[config.mk]
export PLATFORM = sky130hd
export DESIGN_NAME = synth_div_obs
export DESIGN_NICKNAME = d
export VERILOG_FILES = /design/src/rtl/synth_obs_pkg.sv /design/src/rtl/sdo_div_core.sv /design/src/rtl/sdo_tog_div.sv /design/src/rtl/synth_div_obs.sv
export SDC_FILE = /design/constraint.sdc
export NUM_CORES = 1
export LEC_CHECK = 0
export BUFFER_PORTS_ARGS = -buffer_cell sky130_fd_sc_hd__buf_2
export CORE_AREA = 2 2 105 87
export DETAILED_ROUTE_END_ITERATION = 8
export DIE_AREA = 0 0 107 89
export GPL_ROUTABILITY_DRIVEN = 0
export GPL_TIMING_DRIVEN = 0
export PLACE_DENSITY = 0.68
export REMOVE_ABC_BUFFERS = 1
export SYNTH_ARGS = -nofsm -noshare
export SYNTH_HDL_FRONTEND = slang
export SYNTH_HIERARCHICAL = 1
export SYNTH_SLANG_ARGS = --single-unit
[constraint.sdc]
create_clock -name clk -period 5.2 [get_ports clk]
set_input_delay 1.3 -clock clk [delete_from_list [all_inputs] [get_ports clk]]
set_output_delay 1.3 -clock clk [all_outputs]
set_load 0.03 [all_outputs]
[src/rtl/synth_obs_pkg.sv]
package synth_obs_pkg;

  typedef enum logic [2:0] {
    OBS_RF, OBS_IF, OBS_BOTH, OBS_PDIV1, OBS_RDIV1, OBS_FDIV2, OBS_RDIV2
  } obs_sel_e;

  typedef enum logic [1:0] {RAT_NOM, RAT_LO, RAT_HI} ratio_sel_e;

  localparam logic [6:0] TC_LOCK_RF   = 7'h00;
  localparam logic [6:0] TC_LOCK_IF   = 7'h01;
  localparam logic [6:0] TC_LOCK_BOTH = 7'h02;
  localparam logic [6:0] TC_PDIV1     = 7'h03;
  localparam logic [6:0] TC_RDIV1     = 7'h04;
  localparam logic [6:0] TC_FDIV2     = 7'h05;
  localparam logic [6:0] TC_RDIV2     = 7'h06;
  localparam logic [6:0] TC_RATIO_LO  = 7'h40;
  localparam logic [6:0] TC_RATIO_HI  = 7'h60;

  function automatic obs_sel_e decode_obs(input logic [6:0] code);
    case (code)
      TC_LOCK_IF:   return OBS_IF;
      TC_LOCK_BOTH: return OBS_BOTH;
      TC_PDIV1:     return OBS_PDIV1;
      TC_RDIV1:     return OBS_RDIV1;
      TC_FDIV2:     return OBS_FDIV2;
      TC_RDIV2:     return OBS_RDIV2;
      default:      return OBS_RF;
    endcase
  endfunction

  function automatic ratio_sel_e decode_ratio(input logic [6:0] code);
    case (code)
      TC_RATIO_LO: return RAT_LO;
      TC_RATIO_HI: return RAT_HI;
      default:     return RAT_NOM;
    endcase
  endfunction

endpackage

[src/rtl/sdo_div_core.sv]
module sdo_div_core #(
  parameter int W = 11
) (
  input  logic         clk,
  input  logic         rst,
  input  logic         tick,
  input  logic [W-1:0] ratio,
  output logic         tc,
  output logic         sq
);
  logic [W-1:0] cnt, ratio_q, nxt, half;
  logic         wrap;

  always_comb begin
    wrap = (cnt == ratio_q - W'(1));
    nxt  = wrap ? '0 : cnt + W'(1);
    // the new ratio governs the duty split from the wrap onward
    half = wrap ? (ratio >> 1) : (ratio_q >> 1);
  end

  always_ff @(posedge clk) begin
    if (rst) begin
      cnt     <= ratio - W'(1);
      ratio_q <= ratio;
      tc      <= 1'b0;
      sq      <= 1'b0;
    end else begin
      tc <= tick && wrap;
      if (tick) begin
        cnt <= nxt;
        sq  <= (nxt < half);
        if (wrap) ratio_q <= ratio;
      end
    end
  end
endmodule

[src/rtl/sdo_tog_div.sv]
module sdo_tog_div #(
  parameter int HALF = 8
) (
  input  logic clk,
  input  logic rst,
  input  logic en,
  input  logic tc,
  output logic q
);
  generate
    if (HALF <= 1) begin : g_direct
      always_ff @(posedge clk) begin
        if (rst || !en) q <= 1'b0;
        else if (tc)    q <= ~q;
      end
    end else begin : g_count
      localparam int CW = $clog2(HALF);
      logic [CW-1:0] cnt;
      always_ff @(posedge clk) begin
        if (rst || !en) begin
          cnt <= '0;
          q   <= 1'b0;
        end else if (tc) begin
          if (cnt == CW'(HALF - 1)) begin
            cnt <= '0;
            q   <= ~q;
          end else begin
            cnt <= cnt + CW'(1);
          end
        end
      end
    end
  endgenerate
endmodule

[src/rtl/synth_div_obs.sv]
module synth_div_obs
  import synth_obs_pkg::*;
#(
  parameter int REF1_DIV    = 4,
  parameter int REF2_DIV    = 130,
  parameter int FB2_NOM     = 1034,
  parameter int FB2_TLO     = 987,
  parameter int FB2_THI     = 1081,
  parameter int PDIV1_SCALE = 16,
  parameter int RDIV1_SCALE = 8,
  parameter int FDIV2_SCALE = 2
) (
  input  logic       clk,
  input  logic       rst,
  input  logic       xtal_en,
  input  logic       vco2_en,
  input  logic       fb1_pulse,
  input  logic       rf_lock,
  input  logic       if_lock,
  input  logic [6:0] test_code,
  output logic       ref1_clk,
  output logic       ref2_clk,
  output logic       fb2_clk,
  output logic       test_out
);
  localparam int R1W    = $clog2(REF1_DIV + 1);
  localparam int R2W    = $clog2(REF2_DIV + 1);
  localparam int FB_MAX = (FB2_THI > FB2_NOM) ? FB2_THI : FB2_NOM;
  localparam int FBW    = $clog2(FB_MAX + 1);

  obs_sel_e       sel;
  ratio_sel_e     rsel;
  logic [FBW-1:0] fb2_ratio;
  logic ref1_tc, ref2_tc, fb2_tc;
  logic pdiv1_q, rdiv1_q, fdiv2_q;

  always_comb begin
    sel  = decode_obs(test_code);
    rsel = decode_ratio(test_code);
    case (rsel)
      RAT_LO:  fb2_ratio = FBW'(FB2_TLO);
      RAT_HI:  fb2_ratio = FBW'(FB2_THI);
      default: fb2_ratio = FBW'(FB2_NOM);
    endcase
  end

  sdo_div_core #(.W(R1W)) u_ref1 (
    .clk(clk), .rst(rst), .tick(xtal_en), .ratio(R1W'(REF1_DIV)),
    .tc(ref1_tc), .sq(ref1_clk));

  sdo_div_core #(.W(R2W)) u_ref2 (
    .clk(clk), .rst(rst), .tick(xtal_en), .ratio(R2W'(REF2_DIV)),
    .tc(ref2_tc), .sq(ref2_clk));

  sdo_div_core #(.W(FBW)) u_fb2 (
    .clk(clk), .rst(rst), .tick(vco2_en), .ratio(fb2_ratio),
    .tc(fb2_tc), .sq(fb2_clk));

  sdo_tog_div #(.HALF(PDIV1_SCALE / 2)) u_pdiv1 (
    .clk(clk), .rst(rst), .en(sel == OBS_PDIV1), .tc(fb1_pulse), .q(pdiv1_q));

  sdo_tog_div #(.HALF(RDIV1_SCALE / 2)) u_rdiv1 (
    .clk(clk), .rst(rst), .en(sel == OBS_RDIV1), .tc(ref1_tc), .q(rdiv1_q));

  sdo_tog_div #(.HALF(FDIV2_SCALE / 2)) u_fdiv2 (
    .clk(clk), .rst(rst), .en(sel == OBS_FDIV2), .tc(fb2_tc), .q(fdiv2_q));

  always_ff @(posedge clk) begin
    if (rst) begin
      test_out <= 1'b0;
    end else begin
      case (sel)
        OBS_IF:    test_out <= if_lock;
        OBS_BOTH:  test_out <= rf_lock & if_lock;
        OBS_PDIV1: test_out <= pdiv1_q;
        OBS_RDIV1: test_out <= rdiv1_q;
        OBS_FDIV2: test_out <= fdiv2_q;
        OBS_RDIV2: test_out <= ref2_clk;
        default:   test_out <= rf_lock;
      endcase
    end
  end

  logic unused_tc;
  assign unused_tc = ref2_tc;
endmodule

==> metrics.txt <==
count of final max-slew check failures 0; Setup crit end kind flop; height of the die 89 um; Horiz. Die Dim 107 um; count of input and output buffers 17; die area 0.00952 mm2; pin count of the biggest net entering global routing 50; TritonCTS clock tree done; number of ports placed on the die boundary 18; leftover overflow at the end of global routing 0; Power per Cell Area 249 mW/mm2; post-route setup slack 0.514 ns; Antenna Cells 0; start point of the worst min-delay path u_fb2/sq$_SDFFE_PP0P_; number of warning messages in the yosys log 6; arrival time at the worst endpoint 4.90 ns; total count of hold-check failures in the final report 0; Max Cap Violations 0; TritonCTS Buffers 9; initial core utilization 54.3%; Storage cell area 0.00160 mm2; result of the run completed; cell chain of the critical path inv_1 > ha_1 > or3b_1 > nor4_1 > a32o_1 > o211ai_1 > nor3_2 > nor2_1 > ha_1 > nand3_1 > or4_1 > a31oi_1 > o31ai_1; clock transition at the registers of the reported paths 0.07 ns; Via density 5.48; Final ANT Viol Nets 0; netlist area before placement 0.00455 mm2; level count of the clock H-tree 3; detailed-route wire length per cell 14.7 um; peak ir drop on the vdd network 0.154 mV; via count of the first global-routing pass 3556; commonest non-fill, non-tap cells in the layout sky130_fd_sc_hd__conb_1 (53), sky130_fd_sc_hd__edfxtp_1 (44), sky130_fd_sc_hd__nand2_1 (37), sky130_fd_sc_hd__nor2_1 (33), sky130_fd_sc_hd__ha_1 (32); post-layout net count 583; FP Rows 30; clock root buffer sky130_fd_sc_hd__clkbuf_8; HPWL reported at the end of detailed placement 6980 um; Clock Tree Buf Depth 2; antenna violations before repair 0; hold buffer count at CTS 0; Critical R2R Launch u_fb2/ratio_q[0]$_DFFE_PP_; Top cell by count, worst path sky130_fd_sc_hd__ha_1; vias 3584; cell depth of the worst min-delay path 2; number of cells produced by synthesis 469; share of layout cells above drive strength 1 14.0%; fmax 0.213 GHz; Crit Path Max Fanout 14; total core area 0.00837 mm2; Area growth, synth to finish 11.7%; critical path type reg -> reg; worst r2r path cells 13; Critical path buffers and inverters 1; final critical delay including setup and external delays 4.69 ns; reg-to-reg slack, setup 0.51 ns; final worst-path cycle share 90.1%; transition time at the pin with the least slew margin 1.19 ns; syn_area_per_cell 9.69 um2; worst min-delay path endpoint u_fb2/sq$_SDFFE_PP0P_; all-layer global routing usage 22.0%; Placement Setup Slack 0.185 ns; number of filler instances in the final layout 739; most common cell after layout, fill and taps aside sky130_fd_sc_hd__conb_1; RSZ-0062 raised after global routing no; first-pass iteration count of the detailed router 5; worst clock skew 0.00695 ns; Relative slew margins 20.5%; kind of start point of the critical path flop; Starting DRT DRC Count 185; delay of the slowest cell on the worst path 1.03 ns; first-pass GRT wire length 16500 um; reg-to-reg critical path endpoint u_fb2/sq$_SDFFE_PP0P_; area of the multi-input gates 0.00295 mm2; Skew-Pair Late Insertion Delay 0.33 ns; crit path max-delay cell type sky130_fd_sc_hd__nor3_2; end-of-flow core utilization 60.6%; clk sinks 58; summed negative setup slack over all endpoints 0 ns; Final Setup Violations 0; family of cells with the greatest summed delay on the critical path simple AND/OR/NAND/NOR gates; Worst EP required 5.41 ns; DRC violations left 0; worst min-delay path class reg -> reg; reported leakage power 0.00202 uW; Final Routed Wirelength 9610 um; quantity of gates resized following cts 0; hold_ws 0.478 ns
-- power by group --
part / switching (uW) / total (uW) / internal [uW]
registers: 50.7 / 592 / 541
clock network: 190 / 376 / 185
logic: 162 / 294 / 132
-- area by class of cell --
class	instances	share of cell area [%]
multi-input combinational	423	58.1
timing repair buffer	21	2.27
clock buffer	10	2.71
clock inverter	6	0.838
inverter	24	1.77
tap	112	2.76
sequential	58	31.6
-- tightest hold or removal path: cells and delay by family, from the launching register on --
kind | cells | cell delay [ns]
AO/OA/AOI/OAI | 1 | 0.06
flip-flops | 1 | 0.33
AND/OR/NAND/NOR | 1 | 0.05
-- what timing repair did --
item                                    CTS  global route
endpoints found under the setup margin    0             1
hold endpoints to repair                  0             0
setup buffers                             0             4
-- state kept, by name, summed over array words and instances, names as in the netlist, 2 cells and up --
register and count:
u_ref1/ratio_q 3, u_pdiv1/g_count.cnt 3, u_ref1/cnt 3, u_fb2/ratio_q 11
u_ref2/ratio_q 8, u_rdiv1/g_count.cnt 2, u_fb2/cnt 11, u_ref2/cnt 8
-- metal layers --
metal  track usage (%)  wire length, um
met3              3.86              611
met4              6.38              111
met2              34.9             4220
met5                 0                0
met1              31.3             4670
-- metrics by stage --
stage          instances  instance area (um2)  power [uW]
6_report             654                 5080        1260
5_1_grt              654                 5080        1340
3_5_place_dp         633                 4860         887
4_1_cts              649                 5040        1270
2_1_floorplan        504                 4630         808
3_3_place_gp         633                 4860         874
-- how the worst max path moves through the flow --
stage	from	to	slack, ns	depth (start not counted)
global placement	u_fb2/ratio_q[0]$_DFFE_PP_	u_fb2/sq$_SDFFE_PP0P_	0.22	16
finish	u_fb2/ratio_q[0]$_DFFE_PP_	u_fb2/sq$_SDFFE_PP0P_	0.51	13
detailed placement	u_fb2/ratio_q[0]$_DFFE_PP_	u_fb2/sq$_SDFFE_PP0P_	0.19	16
floorplan	u_fb2/ratio_q[0]$_DFFE_PP_	u_fb2/sq$_SDFFE_PP0P_	0.78	16
global route	u_fb2/ratio_q[0]$_DFFE_PP_	u_fb2/sq$_SDFFE_PP0P_	0.26	13
CTS	u_fb2/ratio_q[0]$_DFFE_PP_	u_fb2/sq$_SDFFE_PP0P_	0.1	16
No activity file was read; power rests on OpenSTA's default activity.
